**src/rtl/sisa_pkg.sv**
```systemverilog
// Package: shared constants and configuration type for the chip-select decoder.
// Assumes six fixed windows in priority order; memory windows come first.
package sisa_pkg;
    localparam int MEM_AW = 32;
    localparam int IO_AW  = 16;
    localparam int NSEL   = 6;
    localparam int NMEM   = 4;
    localparam int SEL_ROM = 0;
    localparam int SEL_DSK = 1;

    localparam logic [3:0] RG_ROM    = 4'd0;
    localparam logic [3:0] RG_DSK_B  = 4'd1;
    localparam logic [3:0] RG_DSK_M  = 4'd2;
    localparam logic [3:0] RG_BRA_B  = 4'd3;
    localparam logic [3:0] RG_BRA_M  = 4'd4;
    localparam logic [3:0] RG_BRB_B  = 4'd5;
    localparam logic [3:0] RG_BRB_M  = 4'd6;
    localparam logic [3:0] RG_IO0    = 4'd7;
    localparam logic [3:0] RG_IO1    = 4'd8;
    localparam logic [3:0] RG_EN     = 4'd9;
    localparam logic [3:0] RG_ATTR   = 4'd10;
    localparam logic [3:0] RG_STAT   = 4'd11;

    typedef struct packed {
        logic [3:0]        rom_mask;
        logic [MEM_AW-1:0] dsk_base;
        logic [MEM_AW-1:0] dsk_mask;
        logic [MEM_AW-1:0] bra_base;
        logic [MEM_AW-1:0] bra_mask;
        logic [MEM_AW-1:0] brb_base;
        logic [MEM_AW-1:0] brb_mask;
        logic [IO_AW-1:0]  io0_base;
        logic [IO_AW-1:0]  io0_mask;
        logic [IO_AW-1:0]  io1_base;
        logic [IO_AW-1:0]  io1_mask;
        logic [NSEL-1:0]   win_en;
        logic              sub_mem_en;
        logic              sub_io_en;
        logic [NSEL-1:0]   w16;
        logic [NSEL-1:0]   zws;
    } sisa_cfg_t;
endpackage

```
**src/rtl/sisa_cfg_regs.sv**
```systemverilog
// Module: configuration register file with combinational read-back and a
// free-running refresh-toggle status bit. Assumes single-cycle writes.
module sisa_cfg_regs
    import sisa_pkg::*;
#(
    parameter int REFRESH_DIV = 16
) (
    input  logic        clk,
    input  logic        rst_n,
    input  logic        we,
    input  logic [3:0]  addr,
    input  logic [31:0] wdata,
    output logic [31:0] rdata,
    output sisa_cfg_t   cfg
);
    localparam int CW = (REFRESH_DIV > 2) ? $clog2(REFRESH_DIV) : 1;
    localparam logic [CW-1:0] CNT_LAST = CW'(REFRESH_DIV - 1);

    logic [CW-1:0] ref_cnt;
    logic          ref_tgl;

    // Register writes; reset leaves only the ROM window and subtractive paths on.
    always_ff @(posedge clk) begin
        if (!rst_n) begin
            cfg            <= '0;
            cfg.win_en     <= 6'b000001;
            cfg.sub_mem_en <= 1'b1;
            cfg.sub_io_en  <= 1'b1;
        end else if (we) begin
            case (addr)
                RG_ROM:   cfg.rom_mask <= wdata[3:0];
                RG_DSK_B: cfg.dsk_base <= wdata;
                RG_DSK_M: cfg.dsk_mask <= wdata;
                RG_BRA_B: cfg.bra_base <= wdata;
                RG_BRA_M: cfg.bra_mask <= wdata;
                RG_BRB_B: cfg.brb_base <= wdata;
                RG_BRB_M: cfg.brb_mask <= wdata;
                RG_IO0:   {cfg.io0_mask, cfg.io0_base} <= wdata;
                RG_IO1:   {cfg.io1_mask, cfg.io1_base} <= wdata;
                RG_EN:    {cfg.sub_io_en, cfg.sub_mem_en, cfg.win_en} <= wdata[7:0];
                RG_ATTR:  begin
                    cfg.w16 <= wdata[5:0];
                    cfg.zws <= wdata[13:8];
                end
                default: ;
            endcase
        end
    end

    // Refresh-toggle divider: flips the status bit once per REFRESH_DIV cycles.
    always_ff @(posedge clk) begin
        if (!rst_n) begin
            ref_cnt <= '0;
            ref_tgl <= 1'b0;
        end else if (ref_cnt == CNT_LAST) begin
            ref_cnt <= '0;
            ref_tgl <= ~ref_tgl;
        end else begin
            ref_cnt <= ref_cnt + 1'b1;
        end
    end

    // Read-back multiplexer.
    always_comb begin
        rdata = '0;
        case (addr)
            RG_ROM:   rdata = {28'b0, cfg.rom_mask};
            RG_DSK_B: rdata = cfg.dsk_base;
            RG_DSK_M: rdata = cfg.dsk_mask;
            RG_BRA_B: rdata = cfg.bra_base;
            RG_BRA_M: rdata = cfg.bra_mask;
            RG_BRB_B: rdata = cfg.brb_base;
            RG_BRB_M: rdata = cfg.brb_mask;
            RG_IO0:   rdata = {cfg.io0_mask, cfg.io0_base};
            RG_IO1:   rdata = {cfg.io1_mask, cfg.io1_base};
            RG_EN:    rdata = {24'b0, cfg.sub_io_en, cfg.sub_mem_en, cfg.win_en};
            RG_ATTR:  rdata = {18'b0, cfg.zws, 2'b0, cfg.w16};
            RG_STAT:  rdata = {31'b0, ref_tgl};
            default:  rdata = '0;
        endcase
    end
endmodule

```
**src/rtl/sisa_win_match.sv**
```systemverilog
// Module: one masked address window comparator. A hit needs the enable, the
// cycle-type qualifier and equality on every address bit the mask selects.
module sisa_win_match #(
    parameter int AW = 32
) (
    input  logic [AW-1:0] addr,
    input  logic [AW-1:0] base,
    input  logic [AW-1:0] mask,
    input  logic          en,
    input  logic          qual,
    output logic          hit
);
    // Masked compare.
    always_comb hit = en & qual & (((addr ^ base) & mask) == '0);
endmodule

```
**src/rtl/sisa_prio_sel.sv**
```systemverilog
// Module: fixed-priority one-hot picker; bit 0 has the highest priority.
module sisa_prio_sel #(
    parameter int N = 6
) (
    input  logic [N-1:0] req,
    output logic [N-1:0] gnt
);
    // Scan from lowest priority upward so the lowest set index wins last.
    always_comb begin
        gnt = '0;
        for (int i = N - 1; i >= 0; i--) begin
            if (req[i]) begin
                gnt    = '0;
                gnt[i] = 1'b1;
            end
        end
    end
endmodule

```
**src/rtl/sisa_cs_decoder.sv**
```systemverilog
// Module: top of the peripheral-bus chip-select decoder. Decodes each command
// combinationally against six windows, picks one select by priority, and
// decides subtractive forwarding and device attributes. Assumes command
// strobes are active low; a memory strobe wins over a concurrent I/O strobe.
module sisa_cs_decoder
    import sisa_pkg::*;
#(
    parameter int REFRESH_DIV = 16
) (
    input  logic              clk,
    input  logic              rst_n,
    input  logic              cfg_we,
    input  logic [3:0]        cfg_addr,
    input  logic [31:0]       cfg_wdata,
    output logic [31:0]       cfg_rdata,
    input  logic [MEM_AW-1:0] cyc_addr,
    input  logic              mem_rd_n,
    input  logic              mem_wr_n,
    input  logic              io_rd_n,
    input  logic              io_wr_n,
    output logic [NSEL-1:0]   cs_n,
    output logic              rd_n,
    output logic              wr_n,
    output logic              dsk_rd_n,
    output logic              dsk_wr_n,
    output logic              fwd_isa,
    output logic              width16,
    output logic              zero_ws
);
    localparam logic [NSEL-1:0] IO_SELS = {{(NSEL-NMEM){1'b1}}, {NMEM{1'b0}}};

    sisa_cfg_t         cfg;
    logic              mem_cyc, io_cyc;
    logic [MEM_AW-1:0] io_addr_x;
    logic [MEM_AW-1:0] rom_pat;
    logic [MEM_AW-1:0] base_a [NSEL];
    logic [MEM_AW-1:0] mask_a [NSEL];
    logic [NSEL-1:0]   hit, gnt;

    sisa_cfg_regs #(.REFRESH_DIV(REFRESH_DIV)) u_regs (
        .clk   (clk),
        .rst_n (rst_n),
        .we    (cfg_we),
        .addr  (cfg_addr),
        .wdata (cfg_wdata),
        .rdata (cfg_rdata),
        .cfg   (cfg)
    );

    // Cycle classification; memory takes precedence.
    always_comb begin
        mem_cyc   = ~mem_rd_n | ~mem_wr_n;
        io_cyc    = (~io_rd_n | ~io_wr_n) & ~mem_cyc;
        io_addr_x = {{(MEM_AW-IO_AW){1'b0}}, cyc_addr[IO_AW-1:0]};
    end

    // Window table: ROM pattern doubles as base and mask; I/O masks zero-extend.
    always_comb begin
        rom_pat   = {8'hFF, cfg.rom_mask, 20'h0};
        base_a[0] = rom_pat;                     mask_a[0] = rom_pat;
        base_a[1] = cfg.dsk_base;                mask_a[1] = cfg.dsk_mask;
        base_a[2] = cfg.bra_base;                mask_a[2] = cfg.bra_mask;
        base_a[3] = cfg.brb_base;                mask_a[3] = cfg.brb_mask;
        base_a[4] = {16'b0, cfg.io0_base};       mask_a[4] = {16'b0, cfg.io0_mask};
        base_a[5] = {16'b0, cfg.io1_base};       mask_a[5] = {16'b0, cfg.io1_mask};
    end

    for (genvar g = 0; g < NSEL; g++) begin : g_win
        if (g < NMEM) begin : g_mem
            sisa_win_match #(.AW(MEM_AW)) u_win (
                .addr (cyc_addr), .base (base_a[g]), .mask (mask_a[g]),
                .en (cfg.win_en[g]), .qual (mem_cyc), .hit (hit[g])
            );
        end else begin : g_io
            sisa_win_match #(.AW(MEM_AW)) u_win (
                .addr (io_addr_x), .base (base_a[g]), .mask (mask_a[g]),
                .en (cfg.win_en[g]), .qual (io_cyc), .hit (hit[g])
            );
        end
    end

    sisa_prio_sel #(.N(NSEL)) u_prio (
        .req (hit),
        .gnt (gnt)
    );

    // Output strobes, forwarding and device attributes.
    always_comb begin
        cs_n     = ~gnt;
        rd_n     = io_rd_n & mem_rd_n;
        wr_n     = io_wr_n & mem_wr_n;
        dsk_rd_n = ~(gnt[SEL_DSK] & ~mem_rd_n);
        dsk_wr_n = ~(gnt[SEL_DSK] & ~mem_wr_n);
        fwd_isa  = ~(|gnt) & ((mem_cyc & cfg.sub_mem_en) | (io_cyc & cfg.sub_io_en));
        width16  = |(gnt & cfg.w16);
        zero_ws  = |(gnt & cfg.zws & ~(IO_SELS & cfg.w16));
    end
endmodule

```
**config.mk**
```make
export PLATFORM = sky130hd
export DESIGN_NAME = sisa_cs_decoder
export DESIGN_NICKNAME = d
export VERILOG_FILES = /design/src/rtl/sisa_pkg.sv /design/src/rtl/sisa_cfg_regs.sv /design/src/rtl/sisa_win_match.sv /design/src/rtl/sisa_prio_sel.sv /design/src/rtl/sisa_cs_decoder.sv
export SDC_FILE = /design/constraint.sdc
export NUM_CORES = 1
export LEC_CHECK = 0
export BUFFER_PORTS_ARGS = -buffer_cell sky130_fd_sc_hd__buf_2
export CORE_MARGIN = 4
export CORE_UTILIZATION = 55
export CTS_CLUSTER_DIAMETER = 120
export DETAILED_ROUTE_END_ITERATION = 7
export HOLD_SLACK_MARGIN = 0.06
export PLACE_DENSITY = 0.74
export RECOVER_POWER = 25
export SYNTH_ARGS = -nofsm -noshare
export SYNTH_HDL_FRONTEND = slang
export SYNTH_HIERARCHICAL = 1
export SYNTH_SLANG_ARGS = --single-unit
```
**constraint.sdc**
```tcl
create_clock -name clk -period 4 [get_ports clk]
set_clock_uncertainty 0.05 [all_clocks]
set_input_delay 1.2 -clock clk [delete_from_list [all_inputs] [get_ports clk]]
set_output_delay 1.2 -clock clk [all_outputs]
set_load 0.005 [all_outputs]
```
==> results.sh <==
export IMPL_outcome="finished with violations"
export IMPL_violations="capacitance limit, slew limit, setup timing"
export IMPL_drive_gt1_share_pct=21.5
export IMPL_clk_path_buf_depth=3
export IMPL_htreeDepth=1
export IMPL_grt_antenna_before_repair=4
export IMPL_p_leak_uw=0.00839
export IMPL_die_area_um2=32400
export IMPL_synth_seq_cells=285
export IMPL_synth_top_flop_cell="dfxtp_1"
export IMPL_hold_path_depth=1
export IMPL_die_y_um=180
export IMPL_final_nets=2350
export IMPL_grt_pass1_wl_um=105000
export IMPL_pin_count=120
export IMPL_root_buffer="clkbuf_16"
export IMPL_yosysUniqueCellTypes=69
export IMPL_routabilityCongestion=1.04
export IMPL_syn_avg_cell_area_um2=8.47
export IMPL_dr_pass1_iters=7
export IMPL_period_minus_slack_ns=4.68
export IMPL_r2r_end="u_regs/ref_tgl"
export IMPL_synth_edf_count=0
export IMPL_netlist_top_cell_by_area="dfxtp_1"
export IMPL_cts_tree="built"
export IMPL_critPathCaptureType="output port"
export IMPL_slowest_delay_ns=0.61
export IMPL_initial_core_util_pct=56.2
export IMPL_crit_chain="buf_4, clkbuf_1, clkbuf_1, nand2b_2, clkbuf_1, o22ai_2, a311oi_2, o21ai_0, buf_2"
export IMPL_worst_slack_ns=-0.684
export IMPL_clkLatencyLatePin_ns=0.57
export IMPL_synth_async_reset_ratio_pct=0
export IMPL_port_buffers=119
export IMPL_grt_total_usage_pct=42.5
export IMPL_gr_total_overflow=0
export IMPL_crit_path_max_fanout=12
export IMPL_startpoint_type="input pin"
export IMPL_cts_buffers=31
export IMPL_path_class="in2out"
export IMPL_hold_start="u_regs/ref_cnt[0]"
export IMPL_min_to="u_regs/ref_cnt[0]"
export IMPL_r2r_cells=4
export IMPL_stdcell_count=2685
export IMPL_clkSlewWorstSetupHoldPaths_ns=0.06
export IMPL_dr_total_vias=16991
export IMPL_ir_drop_mv=0.347
export IMPL_drt_vias_per_instance=6.33
export IMPL_timing_hold_ws_ns=0.417
export IMPL_core_area_um2=28900
export IMPL_synthTopCellsByArea="dfxtp_1, nand2_1, xor2_1"
export IMPL_tns_ns=-21.52
export IMPL_rrSetupSlack_ns=2.79
export IMPL_syn_to_final_growth_pct=25.7
export IMPL_r2r_start="u_regs/ref_cnt[0]"
export IMPL_hold_viol_final=0
export IMPL_ant_nets=0
export IMPL_fmax_mhz=213
export IMPL_post_place_ws_ns=-0.779
export IMPL_worstHoldPathType="reg2reg"
export IMPL_place_area_um2=18800
export IMPL_drc=0
export IMPL_grt_pass1_vias=16022
export IMPL_setup_viol=65
export IMPL_yosys_warnings=6
export IMPL_crit_path_frequent_cell="clkbuf_1"
export IMPL_drv_slew=207
export IMPL_die_w_um=180
export IMPL_max_slew_margin_pct=-16.0
export IMPL_rsz0062_at_grt="yes"
export IMPL_wl_per_cell_um=27.2
export IMPL_design_area_um2=20400
export IMPL_critPathArrivalTime_ns=3.43
export IMPL_wl_um=73000
export IMPL_slowest_stage="clkbuf_1"
export IMPL_syn_area_um2=16300
export IMPL_cellPowerDensity_nw_per_um2=351
export IMPL_worst_slew_pin_slew_ns=1.74
export IMPL_drtIter0Drc=2389
export IMPL_required_ns=2.75
export IMPL_grt_max_degree=119
export IMPL_place_hpwl_um=52800
export IMPL_cts_sinks=285
export IMPL_yosysTopAreaCellShare_pct=35.1
export IMPL_min_period_over_period_pct=117
export IMPL_rows=62
export IMPL_holdBufCountCts=0
export IMPL_synthCells=1921
export IMPL_yosysSeqAreaShare_pct=35.1
export IMPL_drv_cap=4
export IMPL_placed_cells=2614
==> metal layers <==
layer	track usage, %	share of wire [%]	vias to the layer above
met3	9.16	12	355
met4	24.1	7.4	4
met1	56.7	38	8034
met5	0	0.038	-
li1	-	-	7255
met2	63.9	42	1343
==> cell families after synthesis <==
family                   share of synthesized area [%]
AND/OR/NAND/NOR                                   18.4
AO/OA/AOI/OAI                                     25.5
flip-flops                                        35.1
XOR/XNOR                                          10.4
buffers and inverters                             5.40
multiplexers                                      5.08
other                                           0.0462
adder cells (fa/ha/maj)                         0.0769
==> layout make-up <==
class | count | area (um^2)
Timing Repair Buffer | 333 | 2560
Clock buffer | 41 | 873
Antenna cell | 3 | 7.51
Clock inverter | 16 | 297
Multi-Input combinational cell | 1613 | 10500
Tap cell | 384 | 480
Sequential cell | 285 | 5710
Inverter | 10 | 40.0
Fill cell | 2338 | 8490
==> registers in the layout (all words and copies together), names as in the netlist <==
register and count:
u_regs/ref_cnt 4, u_regs/ref_tgl 1, u_regs/cfg 280
==> worst max-delay path by stage <==
stage	start	to	slack [ns]	cells after the start
floorplan	cyc_addr[12]	fwd_isa	-0.03	8
global placement	cyc_addr[28]	fwd_isa	-0.78	12
detailed placement	cyc_addr[28]	fwd_isa	-0.78	12
CTS	cyc_addr[28]	fwd_isa	-0.61	14
global route	cyc_addr[20]	fwd_isa	-0.75	13
finish	cfg_addr[1]	cfg_rdata[26]	-0.68	9
==> through the flow <==
step / power, uW / utilization (%)
floorplan: 3450 / -
global placement: 3850 / 65.1
detailed placement: 3860 / 65.1
CTS: 7100 / 70.4
global route: 7320 / 70.7
finish: 7180 / 70.7
==> cell usage after synthesis (7+ instances only) <==
library cell	count
a21boi_0	145
a21boi_1	111
a21oi_1	9
a221oi_1	23
a221oi_2	31
a222oi_1	15
a22o_1	52
a22oi_1	46
a32oi_1	8
and3_1	10
buf_2	71
buf_4	31
clkbuf_1	57
dfxtp_1	285
inv_1	10
mux2_2	23
mux2i_1	50
nand2_1	533
nand2b_1	8
nand3_1	15
nand4_1	20
nor2_1	13
nor2b_1	32
nor3_1	8
nor3_2	7
o21ai_0	12
o221ai_1	9
o22ai_1	11
xor2_1	193
==> power breakdown <==
group          leakage (uW)  internal, uW  total, uW  switching (uW)
registers           0.00230          2880       2930            48.4
logic               0.00552           384        968             584
clock network      0.000568          2050       3290            1240
total               0.00839          5310       7180            1880
==> critical path: cells and delay by family <==
family                 cells  cell delay [ns]
AO/OA/AOI/OAI              3             0.50
buffers and inverters      5             1.45
AND/OR/NAND/NOR            1             0.26
==> cell usage in the layout, fill, tap and decap left out, drive strengths merged, types with 11 or more instances in the layout <==
master	count
a221oi	54
clkbuf	56
nor3	15
o21ai	14
xor2	193
inv	11
a21boi	256
a222oi	15
nand2	533
dfxtp	285
a22oi	47
conb	152
o22ai	11
a22o	52
nor2b	32
nand3	16
mux2i	50
buf	317
nor2	20
mux2	23
nand4	20
==> what timing repair did <==
item                       in CTS  in global routing
cloned                          1                  0
setup endpoints to repair      38                 30
pin swaps                      20                 21
hold endpoints to repair        0                  0
gates resized for setup        67                 35
buffers inserted                6                  5
Power figures use the tool's default switching activity.
